==> src/rtl/cdc_pkg.sv <==
package cdc_pkg;
  typedef enum logic [3:0] {
    OP_NOP, OP_CLEAR, OP_HOME, OP_ENTRY, OP_CTRL,
    OP_SHIFT, OP_FUNC, OP_CG_ADDR, OP_DD_ADDR
  } op_e;

  typedef struct packed {
    logic disp_on;
    logic cursor_on;
    logic blink_on;
    logic two_line;
    logic tall_font;
    logic wide_bus;
    logic inc;
    logic eshift;
  } cfg_t;

  localparam int unsigned AC_W    = 7;
  localparam int unsigned CG_AW   = 6;
  localparam int unsigned CG_DEPTH = 1 << CG_AW;
  localparam logic [7:0]  BLANK   = 8'h20;
  localparam logic [6:0]  L2_BASE = 7'h40;
endpackage

==> src/rtl/cdc_decode.sv <==
module cdc_decode
  import cdc_pkg::*;
(
  input  logic [7:0] code_i,
  output op_e        op_o
);
  // ascending scan: the highest set bit wins
  always_comb begin
    op_o = OP_NOP;
    for (int b = 0; b < 8; b++) begin
      if (code_i[b]) op_o = op_e'(4'(b + 1));
    end
  end
endmodule

==> src/rtl/cdc_addr_step.sv <==
module cdc_addr_step
  import cdc_pkg::*;
#(
  parameter int unsigned LINE_CHARS = 40
) (
  input  logic [AC_W-1:0] ac_i,
  input  logic            up_i,
  input  logic            two_line_i,
  input  logic            cg_i,
  output logic [AC_W-1:0] ac_o
);
  localparam logic [AC_W-1:0] L1_END  = AC_W'(LINE_CHARS - 1);
  localparam logic [AC_W-1:0] L2_END  = AC_W'(32'h40 + LINE_CHARS - 1);
  localparam logic [AC_W-1:0] ONE_END = AC_W'(2 * LINE_CHARS - 1);

  always_comb begin
    if (cg_i) begin
      ac_o = {1'b0, up_i ? ac_i[CG_AW-1:0] + 1'b1 : ac_i[CG_AW-1:0] - 1'b1};
    end else if (two_line_i) begin
      if (up_i)
        ac_o = (ac_i == L1_END) ? L2_BASE : (ac_i == L2_END) ? '0 : ac_i + 1'b1;
      else
        ac_o = (ac_i == '0) ? L2_END : (ac_i == L2_BASE) ? L1_END : ac_i - 1'b1;
    end else begin
      if (up_i) ac_o = (ac_i == ONE_END) ? '0 : ac_i + 1'b1;
      else      ac_o = (ac_i == '0) ? ONE_END : ac_i - 1'b1;
    end
  end
endmodule

==> src/rtl/cdc_busy_timer.sv <==
module cdc_busy_timer #(
  parameter int unsigned SHORT_CYC = 5000,
  parameter int unsigned LONG_CYC  = 205000
) (
  input  logic clk_i,
  input  logic rst_ni,
  input  logic start_i,
  input  logic long_i,
  output logic busy_o
);
  localparam int unsigned CNT_W = $clog2(LONG_CYC + 1);
  logic [CNT_W-1:0] cnt_q;

  always_ff @(posedge clk_i or negedge rst_ni) begin
    if (!rst_ni)          cnt_q <= '0;
    else if (start_i)     cnt_q <= long_i ? CNT_W'(LONG_CYC) : CNT_W'(SHORT_CYC);
    else if (cnt_q != '0) cnt_q <= cnt_q - 1'b1;
  end

  assign busy_o = (cnt_q != '0);
endmodule

==> src/rtl/char_disp_ctrl.sv <==
module char_disp_ctrl
  import cdc_pkg::*;
#(
  parameter int unsigned LINE_CHARS = 40,
  parameter int unsigned SHORT_CYC  = 5000,
  parameter int unsigned LONG_CYC   = 205000
) (
  input  logic       clk_i,
  input  logic       rst_ni,
  input  logic       req_i,
  input  logic       rs_i,
  input  logic       rw_i,
  input  logic [7:0] wdata_i,
  output logic [7:0] rdata_o,
  output logic       busy_o,
  output logic       disp_on_o,
  output logic       cursor_on_o,
  output logic       blink_on_o,
  output logic       two_line_o,
  output logic       tall_font_o,
  output logic       wide_bus_o,
  output logic       entry_inc_o,
  output logic       entry_shift_o,
  output logic [6:0] shift_ofs_o
);
  localparam int unsigned DD_DEPTH = 2 * LINE_CHARS;
  localparam logic [6:0]  DD_NONE  = 7'(DD_DEPTH);
  localparam cfg_t        CFG_RST  = '{disp_on: 1'b0, cursor_on: 1'b0, blink_on: 1'b0,
                                       two_line: 1'b0, tall_font: 1'b0, wide_bus: 1'b1,
                                       inc: 1'b1, eshift: 1'b0};

  logic [7:0]      dd_mem [DD_DEPTH];
  logic [7:0]      cg_mem [CG_DEPTH];
  logic [AC_W-1:0] ac_q, ac_d, ac_step;
  logic            cg_sel_q, cg_sel_d;
  cfg_t            cfg_q, cfg_d;
  logic [6:0]      ofs_q, ofs_d, ofs_l, ofs_r, line_len;
  logic [7:0]      buf_q, pf_data;
  logic [6:0]      wr_idx, pf_idx;
  logic            load_buf, clear_mem, dd_we, cg_we, step_up, start, start_long;
  logic            accept, stat_rd, data_rd;
  op_e             op;

  function automatic logic [6:0] dd_index(input logic [6:0] a, input logic two);
    if (two) begin
      if (32'(a[5:0]) >= LINE_CHARS) return DD_NONE;
      return a[6] ? 7'(LINE_CHARS) + {1'b0, a[5:0]} : {1'b0, a[5:0]};
    end
    return (32'(a) < DD_DEPTH) ? a : DD_NONE;
  endfunction

  cdc_decode u_dec (.code_i(wdata_i), .op_o(op));

  cdc_addr_step #(.LINE_CHARS(LINE_CHARS)) u_step (
    .ac_i(ac_q), .up_i(step_up), .two_line_i(cfg_q.two_line),
    .cg_i(cg_sel_q), .ac_o(ac_step)
  );

  cdc_busy_timer #(.SHORT_CYC(SHORT_CYC), .LONG_CYC(LONG_CYC)) u_busy (
    .clk_i(clk_i), .rst_ni(rst_ni), .start_i(start), .long_i(start_long), .busy_o(busy_o)
  );

  assign stat_rd  = req_i && !rs_i && rw_i;
  assign accept   = req_i && !busy_o && !stat_rd;
  assign data_rd  = accept && rs_i && rw_i;
  assign line_len = cfg_q.two_line ? 7'(LINE_CHARS) : 7'(DD_DEPTH);
  assign ofs_l    = (ofs_q == line_len - 1'b1) ? '0 : ofs_q + 1'b1;
  assign ofs_r    = (ofs_q == '0) ? line_len - 1'b1 : ofs_q - 1'b1;

  always_comb begin
    ac_d = ac_q; cg_sel_d = cg_sel_q; cfg_d = cfg_q; ofs_d = ofs_q;
    load_buf = 1'b0; clear_mem = 1'b0; dd_we = 1'b0; cg_we = 1'b0;
    start = 1'b0; start_long = 1'b0; step_up = cfg_q.inc;
    if (accept) begin
      if (rs_i) begin
        start = 1'b1;
        ac_d  = ac_step;
        if (rw_i) load_buf = 1'b1;
        else if (cg_sel_q) cg_we = 1'b1;
        else begin
          dd_we = 1'b1;
          if (cfg_q.eshift) ofs_d = cfg_q.inc ? ofs_l : ofs_r;
        end
      end else begin
        start = (op != OP_NOP);
        unique case (op)
          OP_CLEAR: begin
            clear_mem = 1'b1; start_long = 1'b1;
            ac_d = '0; cg_sel_d = 1'b0; ofs_d = '0; cfg_d.inc = 1'b1;
          end
          OP_HOME: begin
            start_long = 1'b1; ac_d = '0; cg_sel_d = 1'b0; ofs_d = '0;
          end
          OP_ENTRY: {cfg_d.inc, cfg_d.eshift} = wdata_i[1:0];
          OP_CTRL:  {cfg_d.disp_on, cfg_d.cursor_on, cfg_d.blink_on} = wdata_i[2:0];
          OP_FUNC:  {cfg_d.wide_bus, cfg_d.two_line, cfg_d.tall_font} = wdata_i[4:2];
          OP_SHIFT: begin
            if (wdata_i[3]) ofs_d = wdata_i[2] ? ofs_r : ofs_l;
            else begin
              step_up = wdata_i[2]; ac_d = ac_step; load_buf = 1'b1;
            end
          end
          OP_CG_ADDR: begin ac_d = {1'b0, wdata_i[5:0]}; cg_sel_d = 1'b1; load_buf = 1'b1; end
          OP_DD_ADDR: begin ac_d = wdata_i[6:0];         cg_sel_d = 1'b0; load_buf = 1'b1; end
          default: ;
        endcase
      end
    end
  end

  assign wr_idx  = dd_index(ac_q, cfg_q.two_line);
  assign pf_idx  = dd_index(ac_d, cfg_q.two_line);
  assign pf_data = cg_sel_d ? cg_mem[ac_d[CG_AW-1:0]]
                 : (pf_idx != DD_NONE) ? dd_mem[pf_idx] : 8'h00;

  always_ff @(posedge clk_i or negedge rst_ni) begin
    if (!rst_ni) begin
      for (int i = 0; i < DD_DEPTH; i++) dd_mem[i] <= BLANK;
      for (int i = 0; i < CG_DEPTH; i++) cg_mem[i] <= '0;
    end else if (clear_mem) begin
      for (int i = 0; i < DD_DEPTH; i++) dd_mem[i] <= BLANK;
    end else begin
      if (dd_we && wr_idx != DD_NONE) dd_mem[wr_idx] <= wdata_i;
      if (cg_we) cg_mem[ac_q[CG_AW-1:0]] <= wdata_i;
    end
  end

  always_ff @(posedge clk_i or negedge rst_ni) begin
    if (!rst_ni) begin
      ac_q <= '0; cg_sel_q <= 1'b0; cfg_q <= CFG_RST; ofs_q <= '0;
      buf_q <= '0; rdata_o <= '0;
    end else begin
      ac_q <= ac_d; cg_sel_q <= cg_sel_d; cfg_q <= cfg_d; ofs_q <= ofs_d;
      if (load_buf) buf_q <= pf_data;
      if (stat_rd)      rdata_o <= {busy_o, ac_q};
      else if (data_rd) rdata_o <= buf_q;
    end
  end

  assign disp_on_o     = cfg_q.disp_on;
  assign cursor_on_o   = cfg_q.cursor_on;
  assign blink_on_o    = cfg_q.blink_on;
  assign two_line_o    = cfg_q.two_line;
  assign tall_font_o   = cfg_q.tall_font;
  assign wide_bus_o    = cfg_q.wide_bus;
  assign entry_inc_o   = cfg_q.inc;
  assign entry_shift_o = cfg_q.eshift;
  assign shift_ofs_o   = ofs_q;
endmodule

==> config.mk <==
export PLATFORM = sky130hd
export DESIGN_NAME = char_disp_ctrl
export DESIGN_NICKNAME = d
export VERILOG_FILES = /design/src/rtl/cdc_pkg.sv /design/src/rtl/cdc_decode.sv /design/src/rtl/cdc_addr_step.sv /design/src/rtl/cdc_busy_timer.sv /design/src/rtl/char_disp_ctrl.sv
export SDC_FILE = /design/constraint.sdc
export NUM_CORES = 2
export LEC_CHECK = 0
export CAP_MARGIN = 20
export CORE_MARGIN = 5
export CORE_UTILIZATION = 55
export DETAILED_ROUTE_END_ITERATION = 10
export PLACE_DENSITY_LB_ADDON = 0.15
export RECOVER_POWER = 25
export SLEW_MARGIN = 10
export SYNTH_ARGS = -nofsm -noshare
export SYNTH_HDL_FRONTEND = slang
export SYNTH_SLANG_ARGS = --single-unit
==> constraint.sdc <==
create_clock -name clk_i -period 6.4 [get_ports clk_i]
set_input_delay 0.96 -clock clk_i [delete_from_list [all_inputs] [get_ports clk_i]]
set_output_delay 0.96 -clock clk_i [all_outputs]
set_load 0.01 [all_outputs]
==> results by group <==
Outcome
  – Status: finished, violations left
  – Failing checks: capacitance limit, slew limit

CTS
  – CTS H-tree depth: 4
  – Clk buf depth: 3
  – Postcts setup bufs: 0
  – TritonCTS clock tree: yes
  – TritonCTS Sinks: 1,209
  – Root Buffer: clkbuf_16
  – Total CTS buffers: 133
  – Clock Pin Slew Worst Setup and Hold Paths: 0.06 ns
  – Worst-Skew Late Latency: 0.77 ns

Synthesis
  – Adder-cell share of the synthesized area: 0.2503%
  – Largest family of logic cells by synthesized area: simple AND/OR/NAND/NOR gates
  – Synth Area in Compound Gates: 11.86%
  – Syn Area/Cell: 9.247 um^2
  – Syn Std Cell Area: 60,000 um^2
  – XOR/XNOR share of the synthesized area: 0.4525%
  – Synth top area share: 47.01%
  – Simple-Gate Fraction of Synth Area: 19.47%
  – Syn nets: 6,513
  – Async S/R FF share, synth: 100.0%
  – Post-synth top area cell: dfrtp_1
  – Yosys cell types: 94
  – Post-Synthesis Cells: 6,488
  – Mux cell area share after synthesis: 13.70%
  – Number of synthesized flops with an enable pin: 0
  – Synth area leaders: dfrtp_1, nand2_1, mux2_2, o21ai_0, mux2i_1
  – Synth Flop Type: dfrtp_1
  – Synth Register Bits: 1,209
  – Post-synthesis sequential area ratio: 50.60%
  – Yosys warnings: 0

Floorplanning
  – Ports: 37
  – Num rows: 121
  – Die width: 340.3 um
  – Die area: 115,800 um^2
  – Starting Density: 55.27%
  – Die height: 340.3 um
  – CORE AREA: 108,600 um^2

Route
  – Vias per std cell: 6.373
  – Avg WL per Cell: 25.71 um
  – Vias: 50,730
  – DRT iter0 DRCs: 6,050
  – Drt total wl: 204,600 um
  – Post-route DRC: 0
  – Post-route ant nets: 0
  – DR pass1 iterations: 7

Timing
  – Final setup violation count: 0
  – Relative slew slack: -172.0%
  – PnR worst setup slack: 0.3524 ns
  – Tcrit/Tclk final: 94.49%
  – Worst Hold Slack: 0.4882 ns
  – Minimum clock period: 6.048 ns
  – Actual slew at the worst max-slew pin: 4.080 ns
  – Final Hold Viols: 0
  – Clock skew: 0.02661 ns
  – Pins Over Slew Limit: 552
  – RSZ-0062 raised after global routing: no
  – FMAX: 165.4 MHz

Hold path
  – HP Class: flip-flop to flip-flop
  – HP Start: cg_mem[381]
  – Hold Path Stages: 2
  – Min-Delay Endpoint: cg_mem[381]

Worst setup path
  – CP Data Arrival Time: 6.73 ns
  – Critical Path End Type: flip-flop
  – R2R Path Start: u_busy.cnt_q[0]
  – Worst r2r dst: buf_q[3]
  – Worst reg2reg setup slack: 0.35 ns
  – Crit-path max FO: 7
  – Critical path type: flip-flop to flip-flop
  – Type of origin of the critical path: flip-flop
  – Reg2reg path depth: 23
  – Worst EP required: 7.08 ns

Final layout
  – Post-route cell area: 67,530 um^2
  – Commonest non-fill, non-tap cell in the layout: nand2_1
  – Fin util: 62.21%
  – Layout cells sized above 1: 17.64%
  – Layout area overhead: 12.55%
  – Most frequent cells in the layout: nand2_1, dfrtp_1, o21ai_0
  – Fin nets: 6,456

Pwr
  – Internal: 12,400 uW
  – Sequential share of power: 47.7%
  – Final Total Pwr: 16,050 uW
  – Leak: 0.02951 uW
  – Fraction of power consumed by combinational cells: 2.5%
  – Power share of the clock group: 49.9%
  – Net switching power: 3650 uW
  – Sw Share: 22.74%
  – Pwr dens: 237.7 nW/um^2
  – Worst VDD drop: 0.2836 mV

Placed design
  – Worst setup slack after placement: -0.2334 ns
  – HPWL Detailed: 130,900 um
  – Routability cong.: 0.9971
  – Post-DP Area: 63,000 um^2
  – Port bufs: 36

Global route
  – Overflow after GRT: 0
  – Total Routing Usage GR: 34.82%
  – Initial antenna violation count: 4
  – First-pass GRT wire length: 311,300 um
  – Vias in the first global route: 48,750
  – Pin count of the biggest net entering global routing: 198

Job
  – Max-cap violation count: 4
==> what timing repair did <==
item	in CTS	in global routing
hold buffers	0	0
setup endpoints to repair	0	1
resized for setup	0	1
==> Yosys cell counts, types with 26 or more instances <==
library cell	instances
o221ai_1	33
o22ai_1	53
a21oi_1	128
clkbuf_1	381
nor2_1	490
a221oi_1	33
a211oi_1	26
nand3_1	246
a31oi_1	133
and3_1	104
mux2_2	515
buf_1	47
dfstp_2	82
o21ai_0	528
mux2i_1	242
nor3_1	41
buf_2	65
dfrtp_1	1127
nand2_1	1758
==> layer usage <==
metal | GRT usage, % | wire length [um] | vias to the layer above
met3 | 9.533 | 21650 | 534
met2 | 49.70 | 87220 | 2652
met4 | 15.09 | 9858 | 0
met5 | 0 | 0 | -
met1 | 50.08 | 85910 | 25240
li1 | - | - | 22310
==> state kept, by name, summed over array words and instances, names as in the netlist, 7 cells and up <==
name and flops:
cg_mem 512, buf_q 8, rdata_o 8, u_busy.cnt_q 18
dd_mem 640, shift_ofs_o 7, ac_q 7
==> power groups by stage <==
stage | Clock, uW | Sequential (uW) | Combinational, uW
after global placement | 0 | 7790 | 403
final | 8000 | 7650 | 399
after detailed placement | 0 | 7790 | 403
after floorplan | 0 | 7790 | 118
after CTS | 8090 | 7650 | 403
after global routing | 8420 | 7650 | 433
==> through the flow <==
stage | cells | TNS [ns]
after floorplan | 6488 | 0
after global placement | 7708 | -0.8470
after detailed placement | 7710 | -0.6884
after CTS | 7955 | 0
after global routing | 7955 | 0
final | 7961 | 0
==> logic make-up (layout without fill, tap and decap cells) <==
kind of cell	Yosys count	after routing
AND/OR/NAND/NOR	2791	2791
buffers and inverters	537	590
flip-flops	1209	1209
multiplexers	757	757
adder cells (fa/ha/maj)	12	12
XOR/XNOR	31	31
AO/OA/AOI/OAI	1151	1151
other	0	6
==> worst max path at each step <==
stage,startpoint,end,cells after the start
2_1_floorplan,wdata_i[6],buf_q[2],21
3_3_place_gp,req_i,buf_q[3],24
3_5_place_dp,req_i,buf_q[3],24
4_1_cts,u_busy.cnt_q[0],buf_q[3],24
5_1_grt,u_busy.cnt_q[0],buf_q[5],26
6_report,u_busy.cnt_q[0],buf_q[3],23
==> final cells by class <==
class | instances | area, um^2
flip-flops and latches | 1209 | 30360
multi-input cells | 4742 | 27620
fillers | 9009 | 41020
inverters | 27 | 111.4
clock buffers | 210 | 4001
repair buffers | 318 | 3090
well taps | 1414 | 1769
diodes | 6 | 15.01
clock inverters | 35 | 569.3
==> worst max-delay path, stage by stage (launching register included) <==
cell	delay (ns)
dfrtp_1	0.38
inv_1	0.11
ha_1	0.15
nor4b_1	0.44
and4_2	0.49
a31oi_2	0.15
nor2_1	0.20
xnor2_1	0.09
ha_1	0.23
nor2_1	0.09
nand2_1	0.06
nor3_1	0.21
nor3_1	0.12
o21a_1	0.21
buf_4	0.13
o31ai_1	0.46
o32a_2	0.38
nor3_1	0.24
a221o_1	0.41
a221o_1	0.26
nor3_1	0.57
buf_4	0.22
o2111ai_1	0.21
o2111ai_1	0.16
(Power assumes the default switching activity.)
